## src/rtl/wp_status_pkg.sv

```systemverilog
package wp_status_pkg;
  typedef struct packed {
    logic       lock;
    logic [1:0] guard;
  } nv_bits_t;

  typedef enum logic [2:0] {
    CMD_NONE,
    CMD_WREN,
    CMD_WRDI,
    CMD_WRSR,
    CMD_WRITE
  } cmd_e;

  localparam int unsigned LOCK_POS  = 7;
  localparam int unsigned GUARD_POS = 2;
  localparam int unsigned WEL_POS   = 1;
  localparam int unsigned WIP_POS   = 0;
endpackage

```

## src/rtl/wp_cmd_decode.sv

```systemverilog
module wp_cmd_decode
  import wp_status_pkg::*;
(
  input  logic wren_i,
  input  logic wrdi_i,
  input  logic wrsr_i,
  input  logic wr_start_i,
  output cmd_e cmd_o
);
  // fixed priority when pulses collide: array write, status, disable, enable
  always_comb begin
    cmd_o = CMD_NONE;
    if (wr_start_i)  cmd_o = CMD_WRITE;
    else if (wrsr_i) cmd_o = CMD_WRSR;
    else if (wrdi_i) cmd_o = CMD_WRDI;
    else if (wren_i) cmd_o = CMD_WREN;
  end
endmodule

```

## src/rtl/wp_range_check.sv

```systemverilog
module wp_range_check #(
  parameter int unsigned ADDR_W = 17
) (
  input  logic [1:0]        guard_i,
  input  logic [ADDR_W-1:0] addr_i,
  output logic              hit_o
);
  localparam int unsigned TOP = ADDR_W - 1;

  logic top_quarter, top_half;
  assign top_quarter = &addr_i[TOP -: 2];
  assign top_half    = addr_i[TOP];

  always_comb begin
    unique case (guard_i)
      2'b00:   hit_o = 1'b0;
      2'b01:   hit_o = top_quarter;
      2'b10:   hit_o = top_half;
      default: hit_o = 1'b1;
    endcase
  end
endmodule

```

## src/rtl/wp_status_regs.sv

```systemverilog
module wp_status_regs
  import wp_status_pkg::*;
(
  input  logic     clk_i,
  input  logic     rst_ni,
  input  logic     set_wel_i,
  input  logic     clr_wel_i,
  input  logic     start_i,
  input  logic     sr_cyc_i,
  input  nv_bits_t sr_new_i,
  input  logic     done_i,
  output logic     wel_o,
  output logic     wip_o,
  output nv_bits_t nv_o
);
  logic     wel_q, wip_q, pend_q;
  nv_bits_t pend_nv_q;
  nv_bits_t nv_q = '0; // nonvolatile: power-up value only, untouched by reset
  logic     finish;

  assign finish = done_i & wip_q;

  always_ff @(posedge clk_i or negedge rst_ni) begin
    if (!rst_ni) begin
      wel_q     <= 1'b0;
      wip_q     <= 1'b0;
      pend_q    <= 1'b0;
      pend_nv_q <= '0;
    end else begin
      if (finish) begin
        wip_q  <= 1'b0;
        wel_q  <= 1'b0;
        pend_q <= 1'b0;
      end else if (start_i) begin
        wip_q <= 1'b1;
        if (sr_cyc_i) begin
          pend_q    <= 1'b1;
          pend_nv_q <= sr_new_i;
        end
      end else if (set_wel_i) begin
        wel_q <= 1'b1;
      end else if (clr_wel_i) begin
        wel_q <= 1'b0;
      end
    end
  end

  always_ff @(posedge clk_i) begin
    if (rst_ni && finish && pend_q) nv_q <= pend_nv_q;
  end

  assign wel_o = wel_q;
  assign wip_o = wip_q;
  assign nv_o  = nv_q;
endmodule

```

## src/rtl/wp_status_unit.sv

```systemverilog
module wp_status_unit
  import wp_status_pkg::*;
#(
  parameter int unsigned ADDR_W = 17
) (
  input  logic              clk_i,
  input  logic              rst_ni,
  input  logic              wren_i,
  input  logic              wrdi_i,
  input  logic              wrsr_i,
  input  logic [7:0]        wrsr_data_i,
  input  logic              wr_start_i,
  input  logic [ADDR_W-1:0] wr_addr_i,
  input  logic              cyc_done_i,
  input  logic              wp_ni,
  output logic [7:0]        status_o,
  output logic              wr_grant_o,
  output logic              wr_deny_o,
  output logic              sr_grant_o,
  output logic              sr_deny_o,
  output logic              busy_o
);
  cmd_e     cmd;
  logic     wel, wip, addr_hit, hw_lock;
  logic     wr_ok, sr_ok, is_wr, is_sr;
  nv_bits_t nv, sr_new;
  logic     wr_grant_q, wr_deny_q, sr_grant_q, sr_deny_q;

  wp_cmd_decode u_dec (
    .wren_i    (wren_i),
    .wrdi_i    (wrdi_i),
    .wrsr_i    (wrsr_i),
    .wr_start_i(wr_start_i),
    .cmd_o     (cmd)
  );

  wp_range_check #(.ADDR_W(ADDR_W)) u_rng (
    .guard_i(nv.guard),
    .addr_i (wr_addr_i),
    .hit_o  (addr_hit)
  );

  assign is_wr   = (cmd == CMD_WRITE);
  assign is_sr   = (cmd == CMD_WRSR);
  assign hw_lock = nv.lock & ~wp_ni;
  assign wr_ok   = is_wr & ~wip & wel & ~addr_hit;
  assign sr_ok   = is_sr & ~wip & wel & ~hw_lock;
  assign sr_new  = '{lock:  wrsr_data_i[LOCK_POS],
                     guard: wrsr_data_i[GUARD_POS +: 2]};

  wp_status_regs u_regs (
    .clk_i    (clk_i),
    .rst_ni   (rst_ni),
    .set_wel_i(cmd == CMD_WREN && !wip),
    .clr_wel_i(cmd == CMD_WRDI && !wip),
    .start_i  (wr_ok | sr_ok),
    .sr_cyc_i (sr_ok),
    .sr_new_i (sr_new),
    .done_i   (cyc_done_i),
    .wel_o    (wel),
    .wip_o    (wip),
    .nv_o     (nv)
  );

  always_ff @(posedge clk_i or negedge rst_ni) begin
    if (!rst_ni) begin
      wr_grant_q <= 1'b0;
      wr_deny_q  <= 1'b0;
      sr_grant_q <= 1'b0;
      sr_deny_q  <= 1'b0;
    end else begin
      wr_grant_q <= wr_ok;
      wr_deny_q  <= is_wr & ~wr_ok;
      sr_grant_q <= sr_ok;
      sr_deny_q  <= is_sr & ~sr_ok;
    end
  end

  assign status_o   = {nv.lock, 3'b000, nv.guard, wel, wip};
  assign wr_grant_o = wr_grant_q;
  assign wr_deny_o  = wr_deny_q;
  assign sr_grant_o = sr_grant_q;
  assign sr_deny_o  = sr_deny_q;
  assign busy_o     = wip;
endmodule

```

## config.mk

```make
export PLATFORM = sky130hd
export DESIGN_NAME = wp_status_unit
export DESIGN_NICKNAME = d
export VERILOG_FILES = /design/src/rtl/wp_status_pkg.sv /design/src/rtl/wp_cmd_decode.sv /design/src/rtl/wp_range_check.sv /design/src/rtl/wp_status_regs.sv /design/src/rtl/wp_status_unit.sv
export SDC_FILE = /design/constraint.sdc
export NUM_CORES = 1
export LEC_CHECK = 0
export ABC_CLOCK_PERIOD_IN_PS = 2150
export BUFFER_PORTS_ARGS = -buffer_cell sky130_fd_sc_hd__buf_2
export CAP_MARGIN = 20
export CORE_MARGIN = 2
export CORE_UTILIZATION = 39
export CTS_CLUSTER_DIAMETER = 150
export CTS_CLUSTER_SIZE = 8
export DETAILED_ROUTE_END_ITERATION = 6
export PLACE_DENSITY = 0.83
export SETUP_SLACK_MARGIN = 0.5
export SYNTH_ARGS = -nofsm -noshare
export SYNTH_HDL_FRONTEND = slang
export SYNTH_SLANG_ARGS = --single-unit
```

## constraint.sdc

```tcl
create_clock -name clk_i -period 2.15 [get_ports clk_i]
set_clock_uncertainty 0.05 [all_clocks]
set_input_delay 0.215 -clock clk_i [delete_from_list [all_inputs] [get_ports clk_i]]
set_output_delay 0.215 -clock clk_i [all_outputs]
set_load 0.005 [all_outputs]
```

==> results_dict.tcl, run 1 <==
set metrics [dict create \
    rsz0062_at_grt "false" \
    fp.dieH_um 42.17 \
    seqPwrFrac_pct 52.3 \
    vias 387 \
    clkPwrFrac_pct 20.9 \
    clk_path_buf_depth 2 \
    crit_path_max_fanout 7 \
    yosysWarnings 0 \
    hold_slack_ns 0.05692 \
    slew_violations 0 \
    setup_violations 0 \
    dr.pass1.iters 4 \
    drtIter0Drc 10 \
    irDropWorstVdd_uv 456.5 \
    ioPinCount 46 \
    clock-root-buffer "clkbuf_4" \
    dieArea_mm2 0.001778 \
    powerDensity_mw_per_mm2 1019 \
    required_ns 2.26 \
    cts_buffers 3 \
    cellLeakagePower_uw 0.0003572 \
    hpwlAfterDp_um 722.2 \
    startpoint_type "flop" \
    grt_pass1_wl_um 1435 \
    first_global_vias 363 \
    cts_sinks 13 \
    antenna_found_initial 0 \
    num_rows 13 \
    nNetsFinal 98 \
    wl_per_cell_um 12.01 \
    wirelength_um 949 \
    p_switching_uw 202.3 \
    cts_tree "built" \
    synth_top_area_share_pct 44.05 \
    fin_setup_tns_ns 0 \
    gr-total-overflow 0 \
    instances_no_fill 79 \
    netlist_area_um2 568.0 \
    cp-end-kind "flop" \
    clock.fmax_ghz 0.6934 \
    utilization_pct 52.72 \
    seq_area_frac_synth_pct 59.91 \
    final_hold_viol_count 0 \
    synth-seq-cells 13 \
    antenna_cells 0 \
    fin_total_pwr_uw 716.9 \
    route.detailed.drc 0 \
    cap_violations 0 \
    comb_power_share_pct 26.8 \
    ant_nets 0 \
    syn_inst 40 \
    clk-insertion-delay-late_ns 0.27 \
    cts_max_level 1 \
    area.growth.synth_to_final_pct 23.79 \
    clk_pin_slew_ns 0.08 \
    cts-resized-gates 0 \
    switching_share_pct 28.22 \
    final_layout_size_suffix_gt1_share_pct 51.56 \
    gp_congestion 0.7384 \
    ys_types 18 \
    placedCellCount 74 \
    synth.area.top_cells "dfrtp_1 (44%), edfxtp_1 (16%), mux2_4 (7.9%)" \
    status "finished, final reports clean" \
    port_buffers 22 \
    dieWidth_um 42.17 \
    crit_type "reg -> reg" \
    synth_top_area_cell "dfrtp_1" \
    fp.coreArea_mm2 0.001334 \
    viasPerCell 4.899 \
    internal-power_uw 514.6 \
    syn_avg_cell_area_um2 14.20 \
    min_period_ns 1.442 \
    arrival_ns 1.55 \
    grt_use_total_pct 10.99 \
    grt_max_degree 12 \
    fin_crit_sh_pct 67.08 \
    hp-class "in -> reg" \
    start_util_pct 42.59 \
]
[placed cells by master (no fill, tap or decap), drive strengths merged]
| cell | count |
|---|---|
| o31a | 1 |
| a221oi | 1 |
| nor3 | 2 |
| mux2 | 3 |
| buf | 22 |
| a21o | 2 |
| dfrtp | 10 |
| a21oi | 1 |
| nand2 | 2 |
| nor2b | 2 |
| conb | 3 |
| nand3b | 1 |
| nand2b | 2 |
| nor2 | 3 |
| a22oi | 1 |
| dlygate4sd3 | 1 |
| clkbuf | 4 |
| edfxtp | 3 |
[final timing paths]
| check | slack, ns | depth (start not counted) | end | startpoint |
|---|---|---|---|---|
| max | 0.71 | 3 | u_regs.pend_nv_q[1] | u_regs.wip_o |
| min | 0.06 | 2 | u_regs.wel_o | wrdi_i |
| min reg2reg | 0.41 | 0 | u_regs.nv_o[0] | u_regs.pend_nv_q[0] |
| max reg2reg | 0.71 | 3 | u_regs.pend_nv_q[1] | u_regs.wip_o |
| max in group asynchronous | 1.58 | 2 | u_regs.pend_nv_q[0] | rst_ni |
| min in group asynchronous | 0.26 | 2 | sr_deny_o | rst_ni |
[kinds of logic after synthesis]
kind of cell	count (synthesis)	synth area share [%]
flops	13	59.91
compound gates	6	9.029
other cells	1	0.6602
buf+inv	5	6.609
mux	3	7.929
simple gates	12	15.86
[stage by stage]
step	cell area, µm²	setup slack, ns
6_report	703.2	0.7077
5_1_grt	703.2	0.6437
4_1_cts	703.2	0.6998
3_5_place_dp	666.9	0.7283
3_3_place_gp	666.9	0.7240
2_1_floorplan	575.6	0.7914
[cell type report]
cell class	count	area, µm²
sequential	13	340.3
clock buffer	4	26.28
fill	123	630.6
multi-input combinational	24	197.7
timing repair buffer	23	120.1
tap	15	18.77
[Yosys cell counts, drive strengths merged]
cell	n
buf	5
nand2b	2
a22oi	1
conb	1
nor2b	2
nand2	2
edfxtp	3
nor3	2
a21oi	1
nand3b	1
dfrtp	10
nor2	3
o31a	1
a221oi	1
mux2	3
a21o	2
[metal layers]
metal  track usage (%)  wire length (µm)
met2             18.77               479
met3             1.293                65
met4             9.375                24
met5                 0                 0
met1             11.85               380
[power by group through the flow]
stage	sequential, µW	clock (µW)	combinational, µW
floorplan	371	0	151
global placement	375	0	184
detailed placement	377	0	192
CTS	372	154	195
global route	379	157	208
finish	375	150	192
[worst max-delay path, stage by stage (launching register included)]
cell and delay (ns):
dfrtp_1 0.44, nand2b_4 0.17, nor3_4 0.33, mux2_4 0.34
[what timing repair did]
| action | CTS | global route |
|---|---|---|
| endpoints found under the hold margin | 10 | 0 |
| setup buffers | 0 | 0 |
| hold buffers | 1 | 0 |
[sequential cells by signal, indices dropped and copies added, names as in the netlist]
name,flops
sr_grant_o,1
u_regs.wel_o,1
wr_deny_o,1
u_regs.pend_q,1
sr_deny_o,1
u_regs.pend_nv_q,3
wr_grant_o,1
u_regs.wip_o,1
u_regs.nv_o,3
Power figures use the tool's default switching activity.
==> run 2: changes to the inputs <==
- ABC_CLOCK_PERIOD_IN_PS: 2150 -> 1430
- CORE_UTILIZATION: 39 -> 37
- PLACE_DENSITY: 0.83 -> 0.8
- clock period: 2.15 -> 1.43 ns (I/O delays scaled with it)
==> run 2 against run 1 <==
  * Global-route usage up 1.6 points
  * Fmax up 11%
  * Register-to-register slack worse by 0.58 ns
  * Flip-flop and latch count unchanged
  * Clock-buffer cell count unchanged
  * Critical path type unchanged
==> results_dict.tcl, run 2 (synthesized netlist as in run 1, its figures left out) <==
set metrics [dict create \
    min_period_ns 1.304 \
    cp-end-kind "flop" \
    arrival_ns 1.42 \
    n_fill_cell 137 \
    cellLeakagePower_uw 0.0004131 \
    vias 410 \
    viasPerCell 4.659 \
    crit_path_max_fanout 4 \
    crit_chain "nand2b_4 -> nor3_4 -> mux2_4" \
    nNetsFinal 106 \
    clk_path_buf_depth 2 \
    final_layout_size_suffix_gt1_share_pct 61.11 \
    irDropWorstVdd_uv 908.3 \
    ioPinCount 46 \
    dr.pass1.iters 2 \
    min_from "wr_addr_i[16]" \
    cts_tree "built" \
    rsz0062_at_grt "true" \
    hpwlAfterDp_um 748.2 \
    startpoint_type "flop" \
    cts_buffers 3 \
    fin_crit_sh_pct 91.16 \
    critical_path.reg2reg.startpoint "u_regs.wip_o" \
    wl_per_cell_um 12.36 \
    max_stage_delay_ns 0.38 \
    cp-startpoint "u_regs.wip_o" \
    ant_nets 0 \
    num_rows 14 \
    min_path_cells 2 \
    final_cell_mix "buf_2 (20), dfrtp_1 (10), buf_4 (6)" \
    first_global_vias 411 \
    crit_type "reg -> reg" \
    setup_violations 0 \
    fin_setup_tns_ns 0 \
    cts_max_level 1 \
    layout_commonest_cell "buf_2" \
    hold-path-endpoint "wr_grant_o" \
    placed_cell_area_um2 693.2 \
    grt_pass1_wl_um 1669 \
    dieWidth_um 43.18 \
    clk-insertion-delay-late_ns 0.28 \
    cpMaxStageDelayCell "dfrtp_1" \
    gp_congestion 0.6754 \
    ff2ff_setup_slack_ns 0.13 \
    gr-total-overflow 0 \
    hp-class "in -> reg" \
    fp.dieH_um 43.18 \
    grt_use_total_pct 12.57 \
    clock.fmax_ghz 0.7671 \
    start_util_pct 38.61 \
    port_buffers 22 \
    path_buf_inv 0 \
    antenna_found_initial 0 \
    cp.depth 3 \
    fin_area_um2 823.3 \
    cap_violations 0 \
    status "finished, final reports clean" \
    final_hold_viol_count 0 \
    wirelength_um 1088 \
    antenna_cells 0 \
    grt_max_degree 11 \
    area.growth.synth_to_final_pct 44.93 \
    slew_violations 0 \
    drtIter0Drc 1 \
    r2r-end "u_regs.pend_nv_q[1]" \
    clk_pin_slew_ns 0.07 \
    crit_family "simple AND/OR/NAND/NOR gates" \
    cts_sinks 13 \
    dieArea_mm2 0.001865 \
    rr_worst_depth 3 \
    clock-root-buffer "clkbuf_4" \
    required_ns 1.55 \
    route.detailed.drc 0 \
    powerDensity_mw_per_mm2 1445 \
    fp.coreArea_mm2 0.001471 \
]
==> run 2: where the power goes <==
part	total (µW)	internal, µW	switching, µW
Sequential	547	489	57.5
Clock	222	108	114
Combinational	421	250	170
==> run 2: layout make-up <==
cell class / count / area [µm²] / area share, %
flip-flops and latches: 13 / 340.3 / 41.34
multi-input cells: 24 / 237.7 / 28.88
repair buffers: 31 / 198.9 / 24.16
clock buffers: 4 / 26.28 / 3.191
well taps: 16 / 20.02 / 2.432
==> run 2: per-layer routing <==
metal  routed length (µm)  up-vias  global-route usage [%]
met1                  409      193                   14.52
met4                   15        0                   7.273
met5                    0        -                       0
met3                   94        2                   3.404
met2                  568       18                   20.60
li1                     -      197                       -
==> run 2: repair_timing <==
| item | in CTS | in global routing |
|---|---|---|
| setup endpoints to repair | 22 | 23 |
| resized for setup | 6 | 4 |
| pin swaps | 1 | 1 |
| hold endpoints to repair | 11 | 0 |
| setup buffers | 3 | 1 |
| hold buffers | 2 | 0 |
==> run 2: metrics by stage <==
stage	util [%]	hold slack (ns)	worst slack, ns	instances	total power (µW)
5_1_grt	55.95	0.03012	0.07457	88	1265
4_1_cts	54.17	0.03172	0.1133	87	1174
6_report	55.95	0.03803	0.1264	88	1190
2_1_floorplan	-	-0.2026	0.07142	42	788.5
3_5_place_dp	47.11	0.04031	0.1227	78	883.9
3_3_place_gp	47.11	0.02686	0.1433	78	868.7
==> run 2: how the worst max path moves through the flow <==
stage	endpoint	slack, ns
2_1_floorplan	u_regs.pend_nv_q[0]	0.07
3_3_place_gp	u_regs.pend_nv_q[2]	0.14
3_5_place_dp	u_regs.pend_nv_q[0]	0.12
4_1_cts	u_regs.pend_nv_q[1]	0.11
5_1_grt	u_regs.pend_nv_q[1]	0.07
6_report	u_regs.pend_nv_q[1]	0.13
